--- config.mk ---
export PLATFORM = sky130hd
export DESIGN_NAME = card_slot_seq
export DESIGN_NICKNAME = d
export VERILOG_FILES = /design/src/rtl/card_seq_pkg.sv /design/src/rtl/card_seq_tick.sv /design/src/rtl/card_seq_por.sv /design/src/rtl/card_seq_fsm.sv /design/src/rtl/card_slot_seq.sv
export SDC_FILE = /design/constraint.sdc
export NUM_CORES = 1
export LEC_CHECK = 0
export ABC_AREA = 1
export CAP_MARGIN = 40
export CORE_ASPECT_RATIO = 1.75
export CORE_MARGIN = 2
export CORE_UTILIZATION = 57
export CTS_BUF_LIST = sky130_fd_sc_hd__clkbuf_4
export DETAILED_ROUTE_END_ITERATION = 8
export GPL_TIMING_DRIVEN = 0
export MAX_ROUTING_LAYER = met4
export PLACE_DENSITY = 0.83
export SLEW_MARGIN = 20
export SYNTH_ARGS = -nofsm -noshare
export SYNTH_HDL_FRONTEND = slang
export SYNTH_HIERARCHICAL = 1
export SYNTH_SLANG_ARGS = --single-unit
--- constraint.sdc ---
create_clock -name clk -period 4.1 [get_ports clk]
set_clock_uncertainty 0.05 [all_clocks]
set_input_delay 0.41 -clock clk [delete_from_list [all_inputs] [get_ports clk]]
set_output_delay 0.41 -clock clk [all_outputs]
set_load 0.03 [all_outputs]
--- src/rtl/card_seq_pkg.sv ---
package card_seq_pkg;

  typedef enum logic [2:0] {
    ST_IDLE,
    ST_ACT,
    ST_ON,
    ST_DEACT,
    ST_STOP
  } seq_st_t;

  localparam int HALF_W = 5;
  typedef logic [HALF_W-1:0] half_t;

  // activation points, in halves of T from the start of activation
  localparam half_t H_RAMP = 5'd3;   // supply must be up (1.5T)
  localparam half_t H_IO   = 5'd8;   // data line enabled (4T)
  localparam half_t H_RST  = 5'd14;  // reset handed to host (7T)
  // shutdown points, in halves of T from the start of shutdown
  localparam half_t H_CLKOFF = 5'd1;
  localparam half_t H_IOOFF  = 5'd2;
  localparam half_t H_VOFF   = 5'd3;

  localparam logic [1:0] LVL_3V  = 2'b00;
  localparam logic [1:0] LVL_5V  = 2'b01;
  localparam logic [1:0] LVL_18V = 2'b10;

  function automatic logic [1:0] pick_level(input logic s18, input logic s5);
    if (s18)     return LVL_18V;
    else if (s5) return LVL_5V;
    else         return LVL_3V;
  endfunction

endpackage

--- src/rtl/card_seq_tick.sv ---
module card_seq_tick import card_seq_pkg::*; #(
  parameter int HALF_T_CYC = 32
) (
  input  logic  clk,
  input  logic  rst,
  input  logic  clr,
  output half_t half
);
  localparam int CW = (HALF_T_CYC > 1) ? $clog2(HALF_T_CYC) : 1;
  localparam logic [CW-1:0] CNT_MAX = CW'(HALF_T_CYC - 1);
  localparam half_t HALF_MAX = '1;

  logic [CW-1:0] cnt;

  always_ff @(posedge clk) begin
    if (rst || clr) begin
      cnt  <= '0;
      half <= '0;
    end else if (cnt == CNT_MAX) begin
      cnt <= '0;
      if (half != HALF_MAX) half <= half + 1'b1;
    end else begin
      cnt <= cnt + 1'b1;
    end
  end
endmodule

--- src/rtl/card_seq_por.sv ---
module card_seq_por #(
  parameter int POR_CYC = 1024
) (
  input  logic clk,
  input  logic rst,
  input  logic supply_ok,
  input  logic restart,
  output logic por_ok
);
  localparam int PW = $clog2(POR_CYC + 1);
  localparam logic [PW-1:0] PMAX = PW'(POR_CYC);

  logic [PW-1:0] cnt;

  always_ff @(posedge clk) begin
    if (rst || restart || !supply_ok) begin
      cnt    <= '0;
      por_ok <= 1'b0;
    end else if (cnt == PMAX) begin
      por_ok <= 1'b1;
    end else begin
      cnt <= cnt + 1'b1;
    end
  end
endmodule

--- src/rtl/card_seq_fsm.sv ---
module card_seq_fsm import card_seq_pkg::*; (
  input  logic       clk,
  input  logic       rst,
  input  half_t      half,
  input  logic       por_ok,
  input  logic       req_n,
  input  logic       host_rst,
  input  logic       sel_18v,
  input  logic       sel_5v,
  input  logic       card_present,
  input  logic       flt_any,
  input  logic       vcc_ready,
  output logic       tick_clr,
  output logic       por_restart,
  output logic       vcc_en,
  output logic [1:0] vcc_level,
  output logic       io_en,
  output logic       card_rst,
  output logic       clk_en,
  output logic       fault,
  output logic       stop_mode
);
  seq_st_t st, nxt;
  logic armed, wait_drop;
  logic stop_req, in_sess, ramp_bad, sess_flt;

  always_comb begin
    stop_req = sel_18v & sel_5v & req_n;
    in_sess  = (st == ST_ACT) || (st == ST_ON);
    ramp_bad = !vcc_ready && ((st == ST_ON) || (half >= H_RAMP));
    sess_flt = in_sess && (flt_any || !card_present || !por_ok || ramp_bad);
    nxt = st;
    case (st)
      ST_IDLE: begin
        if (stop_req) nxt = ST_STOP;
        else if (!req_n && armed && card_present && por_ok) nxt = ST_ACT;
      end
      ST_ACT: begin
        if (req_n || sess_flt) nxt = ST_DEACT;
        else if (half >= H_RST) nxt = ST_ON;
      end
      ST_ON:    if (req_n || sess_flt) nxt = ST_DEACT;
      ST_DEACT: if (half >= H_VOFF && !vcc_ready) nxt = ST_IDLE;
      ST_STOP:  if (!stop_req) nxt = ST_IDLE;
      default:  nxt = ST_IDLE;
    endcase
    tick_clr    = (nxt != st);
    por_restart = (st == ST_STOP) && (nxt == ST_IDLE);
  end

  always_ff @(posedge clk) begin
    if (rst) begin
      st        <= ST_IDLE;
      armed     <= 1'b0;
      wait_drop <= 1'b0;
      vcc_level <= LVL_3V;
      vcc_en    <= 1'b0;
      io_en     <= 1'b0;
      clk_en    <= 1'b0;
      card_rst  <= 1'b0;
      fault     <= 1'b0;
      stop_mode <= 1'b0;
    end else begin
      st <= nxt;
      if (st == ST_IDLE && !req_n) armed <= 1'b0;
      else if (req_n)              armed <= 1'b1;
      if (st == ST_IDLE && nxt == ST_ACT) begin
        wait_drop <= host_rst;
        vcc_level <= pick_level(sel_18v, sel_5v);
      end
      if (sess_flt)                  fault <= 1'b1;
      else if (st == ST_IDLE && req_n) fault <= 1'b0;
      stop_mode <= (st == ST_STOP);
      case (st)
        ST_ACT: begin
          vcc_en   <= 1'b1;
          io_en    <= (half >= H_IO);
          clk_en   <= clk_en || ((half >= H_IO) && (!wait_drop || !host_rst));
          card_rst <= 1'b0;
        end
        ST_ON: begin
          vcc_en   <= 1'b1;
          io_en    <= 1'b1;
          card_rst <= host_rst;
        end
        ST_DEACT: begin
          vcc_en   <= vcc_en && (half < H_VOFF);
          io_en    <= io_en  && (half < H_IOOFF);
          clk_en   <= clk_en && (half < H_CLKOFF);
          card_rst <= 1'b0;
        end
        default: begin
          vcc_en   <= 1'b0;
          io_en    <= 1'b0;
          clk_en   <= 1'b0;
          card_rst <= 1'b0;
        end
      endcase
    end
  end
endmodule

--- src/rtl/card_slot_seq.sv ---
module card_slot_seq import card_seq_pkg::*; #(
  parameter int HALF_T_CYC = 32,
  parameter int POR_CYC    = 1024
) (
  input  logic       clk,
  input  logic       rst,
  input  logic       req_n,
  input  logic       host_rst,
  input  logic       sel_18v,
  input  logic       sel_5v,
  input  logic       card_present,
  input  logic       flt_overcurrent,
  input  logic       flt_overtemp,
  input  logic       flt_regulator,
  input  logic       supply_ok,
  input  logic       vcc_ready,
  output logic       vcc_en,
  output logic [1:0] vcc_level,
  output logic       io_en,
  output logic       card_rst,
  output logic       clk_en,
  output logic       fault,
  output logic       stop_mode
);
  half_t half;
  logic  tick_clr, por_restart, por_ok, flt_any;

  assign flt_any = flt_overcurrent | flt_overtemp | flt_regulator;

  card_seq_tick #(.HALF_T_CYC(HALF_T_CYC)) u_tick (
    .clk(clk), .rst(rst), .clr(tick_clr), .half(half)
  );

  card_seq_por #(.POR_CYC(POR_CYC)) u_por (
    .clk(clk), .rst(rst), .supply_ok(supply_ok),
    .restart(por_restart), .por_ok(por_ok)
  );

  card_seq_fsm u_fsm (
    .clk(clk), .rst(rst), .half(half), .por_ok(por_ok),
    .req_n(req_n), .host_rst(host_rst), .sel_18v(sel_18v), .sel_5v(sel_5v),
    .card_present(card_present), .flt_any(flt_any), .vcc_ready(vcc_ready),
    .tick_clr(tick_clr), .por_restart(por_restart),
    .vcc_en(vcc_en), .vcc_level(vcc_level), .io_en(io_en),
    .card_rst(card_rst), .clk_en(clk_en), .fault(fault), .stop_mode(stop_mode)
  );
endmodule

Yosys cells after proc, flatten, opt, wreduce, memory -nomap -nowiden
Index checks and enable logic that the tools add are counted.
Widths: inputs -> output; s select.
{"block": "totals", "reg_bits": 35, "out_inout_bits": 8}
{"block": "op_classes", "addsub": 3, "order_cmp": 6, "eq_ne": 9, "muxes": 15, "bitwise": 5, "reduce_logical": 40}
{"op": "$mux 3", "count": 7}
{"op": "$pmux 3 s5", "count": 1}
{"op": "$logic_and 1x1->1", "count": 14}
{"op": "$add 11x1->11 const B", "count": 1}
{"op": "$eq 11x11->1 const B", "count": 1}
{"op": "$logic_or 1x1->1", "count": 11}
{"op": "$add 5x1->5 const B", "count": 2}
{"op": "$ge 5x4->1 const B", "count": 2}
{"op": "$lt 5x2->1 const B", "count": 2}
{"op": "$reduce_or 2->1", "count": 4}
{"op": "$logic_not 1->1", "count": 7}
{"op": "$eq 3x1->1 const B", "count": 2}
{"op": "$eq 3x2->1 const B", "count": 2}
{"op": "$logic_not 3->1", "count": 2}
{"op": "$pmux 1 s3", "count": 2}
{"op": "$eq 5x5->1 const B", "count": 1}
{"op": "$ge 5x2->1 const B", "count": 1}
{"op": "$lt 5x1->1 const B", "count": 1}
{"op": "$ne 5x5->1 const B", "count": 1}
{"op": "$eq 3x3->1 const B", "count": 1}
{"op": "$mux 1", "count": 3}
{"op": "$ne 3x3->1", "count": 1}
{"op": "$and 1x1->1", "count": 2}
{"op": "$mux 2", "count": 1}
{"op": "5 further kinds", "count": 6}

Depth between registers and ports, before layout
Gate-level depths: netlist of run 1.
{"block": "logic_depth", "word_depth": 13, "mapped_depth": 14}

Cells and area by module
Netlist of run 1, hierarchy kept.
{"module": "card_seq_fsm", "instances": 1, "cells_per_inst": 106, "area_per_inst_um2": 733.2, "seq_area_each_um2": 260.2}
{"module": "card_seq_por", "instances": 1, "cells_per_inst": 96, "area_per_inst_um2": 660.6, "seq_area_each_um2": 240.2}
{"module": "card_seq_tick", "instances": 1, "cells_per_inst": 57, "area_per_inst_um2": 455.4, "seq_area_each_um2": 200.2}
{"module": "card_slot_seq", "instances": 1, "cells_per_inst": 3, "area_per_inst_um2": 11.3, "seq_area_each_um2": 0.0}

Least setup slack after synthesis of run 1
Ideal clock, no wire load.
{"block": "synth_path", "path_kind": "input to register", "startpoint": "in flt_overtemp", "endpoint": "reg u_tick.cnt[2]", "setup_ns": 0.073, "t_arrival_ns": 1.587, "t_required_ns": 3.977, "setup_slack_ns": 2.390, "path_stages": 13, "path_buffers": 0, "path_cell_list": "nor2_1 nand2_1 nor2_1 nand2_1 inv_1 nand2_1 nand2_1 nand3_1 a21oi_1 nand3_2 nor2_4 nand2_2 nor3b_2"}
{"block": "synth_via", "elab_chain_len": 12, "elab_cells_between_ends": 13}
{"element": "from (decl)", "line": "card_slot_seq.sv:13", "rtl": "input logic flt_overtemp,"}
{"element": "$or 1x1->1 * (2 in series)", "line": "card_slot_seq.sv:28", "rtl": "assign flt_any = flt_overcurrent | flt_overtemp | flt_regulator;"}
{"element": "named net flt_any", "line": "card_slot_seq.sv:26", "rtl": "logic tick_clr, por_restart, por_ok, flt_any;"}
{"element": "$logic_or 1x1->1 * (3 in series)", "line": "card_seq_fsm.sv:31", "rtl": "sess_flt = in_sess && (flt_any || !card_present || !por_ok || ramp_bad);"}
{"element": "$logic_and 1x1->1 *", "line": "card_seq_fsm.sv:31"}
{"element": "$logic_or 1x1->1 *", "line": "card_seq_fsm.sv:39, card_seq_fsm.sv:42"}
{"element": "$mux 3, on equally long branches", "line": "card_seq_fsm.sv:42, card_seq_fsm.sv:39"}
{"element": "$pmux 3 s5 *", "line": "card_seq_fsm.sv:33", "rtl": "case (st)"}
{"element": "$ne 3x3->1 *", "line": "card_seq_fsm.sv:47", "rtl": "tick_clr = (nxt != st);"}
{"element": "named net tick_clr", "line": "card_slot_seq.sv:26"}
{"element": "$logic_or 1x1->1 *", "line": "card_seq_tick.sv:16", "rtl": "if (rst || clr) begin"}
{"element": "$reduce_or 2->1 (no line) *"}
{"element": "to (signal assigned)", "line": "card_seq_tick.sv:23", "rtl": "cnt <= cnt + 1'b1;"}
{"element": "to (decl)", "line": "card_seq_tick.sv:13", "rtl": "logic [CW-1:0] cnt;"}
The timed path passes the listed nets; every way through them passes the cells marked *.
A chain may end at the register's enable or synchronous reset.

Final worst setup path of run 1
Same ends and word-level chain as after synthesis.

==> flow_summary.yaml, run 1 <==
synth:
  yosysSeqAreaShare_pct: 37.7
  synth_edf_count: 0
  yosys_warnings: 6
  synth_top_area_cell: "dfxtp_1"
  synthArstFlopShare_pct: 0
  yosysMostFrequentCell: "nand2_1"
  avgSynthCellArea_um2: 7.10
  ys_top_cells_by_area: "dfxtp_1 38%, nand2_1 10%, nor2_1 8.9%"
  synth_fp_nets: 280
  synth_cell_types: 26
  syn-cell-area_um2: 1860
  synth_cells: 262
  synth-seq-cells: 35
  ys.flop_type: "dfxtp_1"
  synthTopCellsByCount: "52 x nand2_1, 44 x nor2_1, 35 x dfxtp_1"
  synth_top_area_share_pct: 37.7
clock_network:
  holdBufCountCts: 0
  cts.reportedPaths.clkPinSlew_ns: 0.09
  clockBufferDepth: 2
  cts_sinks: 35
  post_cts_resized: 0
  post-cts-setup-buffer-count: 0
  ctsRootBufferMaster: "clkbuf_4"
  insertion_delay_ns: 0.33
  cts_made_buffers: 5
  cts_max_level: 2
  cts_tree: "done"
timing:
  finalSetupViolations: 0
  min_period_ns: 2.08
  clock.fmax_mhz: 481
  post-route-period-util_pct: 50.7
  slew_viol_final: 0
  tightest_slew_ns: 0.514
  worst_slack_ns: 2.02
  rsz0062_at_grt: "false"
  final.setup.tns_ns: 0
  hold_viol_final: 0
  slew_headroom_pct: 65.7
run_status:
  status: "finished clean"
placed_design:
  port-buffer-count: 19
  place.gp.congestion: 0.940
  pre_cts_slack_ns: 1.67
  dp_hpwl_um: 2950
power:
  p_leak_nw: 0.891
  ir_worst_vdd_mv: 0.324
  powerDensity_nw_per_um2: 446
global_route:
  first_global_vias: 1615
  track_usage_pct: 23.7
  grt.busiest_layer: "met2"
  grt_max_degree: 11
  use_met1_pct: 21.4
  gr-total-overflow: 0
  antenna_found_initial: 0
  use_met2_pct: 44.8
  grt_pass1_wl_um: 6440
  grt_use_met3_pct: 4.30
worst_setup_path:
  worst-setup-path-type: "primary input to register"
  path_max_fanout: 6
  worstPathArrival_ns: 2.28
  start_kind: "primary input"
  worstSetupEndpointType: "register"
  crit_start: "flt_overtemp"
  r2r_start: "u_tick/half[4]"
  cp.required_ns: 4.31
die:
  dieArea_um2: 3750
  core_area_um2: 3140
  die_w_um: 47.2
  core.rowCount: 27
  fp.dieH_um: 79.6
  ios: 20
  initial_core_util_pct: 59.2
cells_and_area:
  n_fill_cell: 296
  multi_input_area_um2: 1020
  seqCellArea_um2: 701
  diodes: 0
  final_layout_size_suffix_gt1_share_pct: 16.6
  num-nets-final: 306
  area_delta_synth_final_pct: 15.9
  post-route-util_pct: 68.7
routing:
  wl_per_cell_um: 11.3
  drtIter0Drc: 28
  vias: 1701
  drt-total-wl_um: 3760
  avgViaCountPerCell: 5.12
  drc_errors: 0
  first_pass_iters: 4
  antenna_left: 0
min_path:
  hp-start: "u_tick/cnt[0]"
  hp-class: "register to register"
flow_run:
  maxCapViolations: 0
layer usage:
metal | routed length (um) | part of all wire [%]
met3 | 121 | 3.2
met5 | 0 | 0
met4 | 95 | 2.5
met1 | 1380 | 37
met2 | 2160 | 57
flip-flops by register name, indices dropped and copies added, names as in the netlist:
name and flops:
u_fsm/card_rst 1, u_fsm/vcc_level 2, u_fsm/fault 1, u_fsm/wait_drop 1, u_fsm/st 3, u_tick/cnt 5
u_fsm/io_en 1, u_fsm/armed 1, u_tick/half 5, u_por/cnt 11, u_fsm/vcc_en 1, u_por/por_ok 1
u_fsm/stop_mode 1, u_fsm/clk_en 1
cell usage in the layout (no fill, tap or decap), drive strengths merged:
cell,n
o211ai,1
clkdlybuf4s50,19
xor2,4
a21oi,20
ha,6
nand3,21
inv,36
o21bai,2
nand2,61
nor2,61
clkbuf,7
a41oi,1
o21ai,7
dfxtp,35
nor3,4
clkinv,2
nor3b,1
nand4,1
logic make-up after synthesis:
family	count (synthesis)	synth area share (%)
flip-flops	35	37.7
AO/OA/AOI/OAI	31	10.2
buffers and inverters	37	7.46
AND/OR/NAND/NOR	149	38.8
XOR/XNOR	4	1.88
adder cells (fa/ha/maj)	6	4.03
metrics by stage:
step	cells	instance area (um2)	hold WS [ns]	total power (W)
after floorplan	262	1860	0.380	0.000689
after global placement	324	2100	0.397	0.000781
after detailed placement	324	2100	0.403	0.000789
after CTS	332	2160	0.422	0.000973
after global routing	332	2160	0.454	0.00103
final	332	2160	0.420	0.000961
worst paths after layout:
path	to	slack, ns	depth (start not counted)
min	u_tick/cnt[0]	0.42	1
max reg2reg	u_tick/cnt[2]	2.19	11
min reg2reg	u_tick/cnt[0]	0.42	1
max	u_tick/cnt[2]	2.02	14
power by group:
group / leakage, nW / total (W) / internal (W) / switching [W]
Clock: 0.0307 / 0.000180 / 0.0000702 / 0.000110
Combinational: 0.577 / 0.000372 / 0.000143 / 0.000229
Sequential: 0.284 / 0.000409 / 0.000377 / 0.0000324
Total: 0.891 / 0.000961 / 0.000589 / 0.000372
final cells by class:
class                      instances  share of cell area [%]
tap                               43                    2.49
inverter                          36                    6.26
sequential                        35                    32.5
buffer                             1                   0.174
clock inverter                     2                   0.348
multi-input combinational        190                    47.3
timing repair buffer              19                    8.82
clock buffer                       6                    2.09
worst max-delay path: stages:
cell             delay [ns]
clkdlybuf4s50_1        0.39
nor2_1                 0.10
nand2_1                0.06
nor2_1                 0.18
nand2_1                0.08
inv_1                  0.05
nand2_1                0.09
nand2_1                0.10
nand3_1                0.09
a21oi_1                0.17
nand3_2                0.11
nor2_4                 0.18
nand2_2                0.12
nor3b_2                0.15
Note: power is estimated with default switching activity, not from simulation.
==> inputs of run 2 (changes only) <==
- clock period: 4.1 -> 2.18 ns (I/O delays scaled with it)
==> results of run 2 <==
Same layout as run 1 (identical final DEF). Status: finished clean.
Main changes from that run: setup slack after placement 1.67 ns -> -0.0579 ns; clock-pin slew on the worst setup and hold paths 0.09 ns -> 0.11 ns; setup slack after layout 2.02 ns -> 0.271 ns; start point of the critical path flt_overtemp -> u_tick/half[4]; register-to-register setup slack 2.19 ns -> 0.27 ns; total power 0.000961 W -> 0.00181 W; worst IR drop on VDD 0.324 mV -> 0.609 mV
==> inputs of run 3 (changes only) <==
- ABC_CLOCK_PERIOD_IN_PS: default -> 2180
==> results of run 3 <==
Same layout as run 1 (identical final DEF). Status: finished clean.
Main changes from that run: setup slack after placement 1.67 ns -> -0.0579 ns; clock-pin slew on the worst setup and hold paths 0.09 ns -> 0.11 ns; setup slack after layout 2.02 ns -> 0.271 ns; start point of the critical path flt_overtemp -> u_tick/half[4]; register-to-register setup slack 2.19 ns -> 0.27 ns; total power 0.000961 W -> 0.00181 W; worst IR drop on VDD 0.324 mV -> 0.609 mV
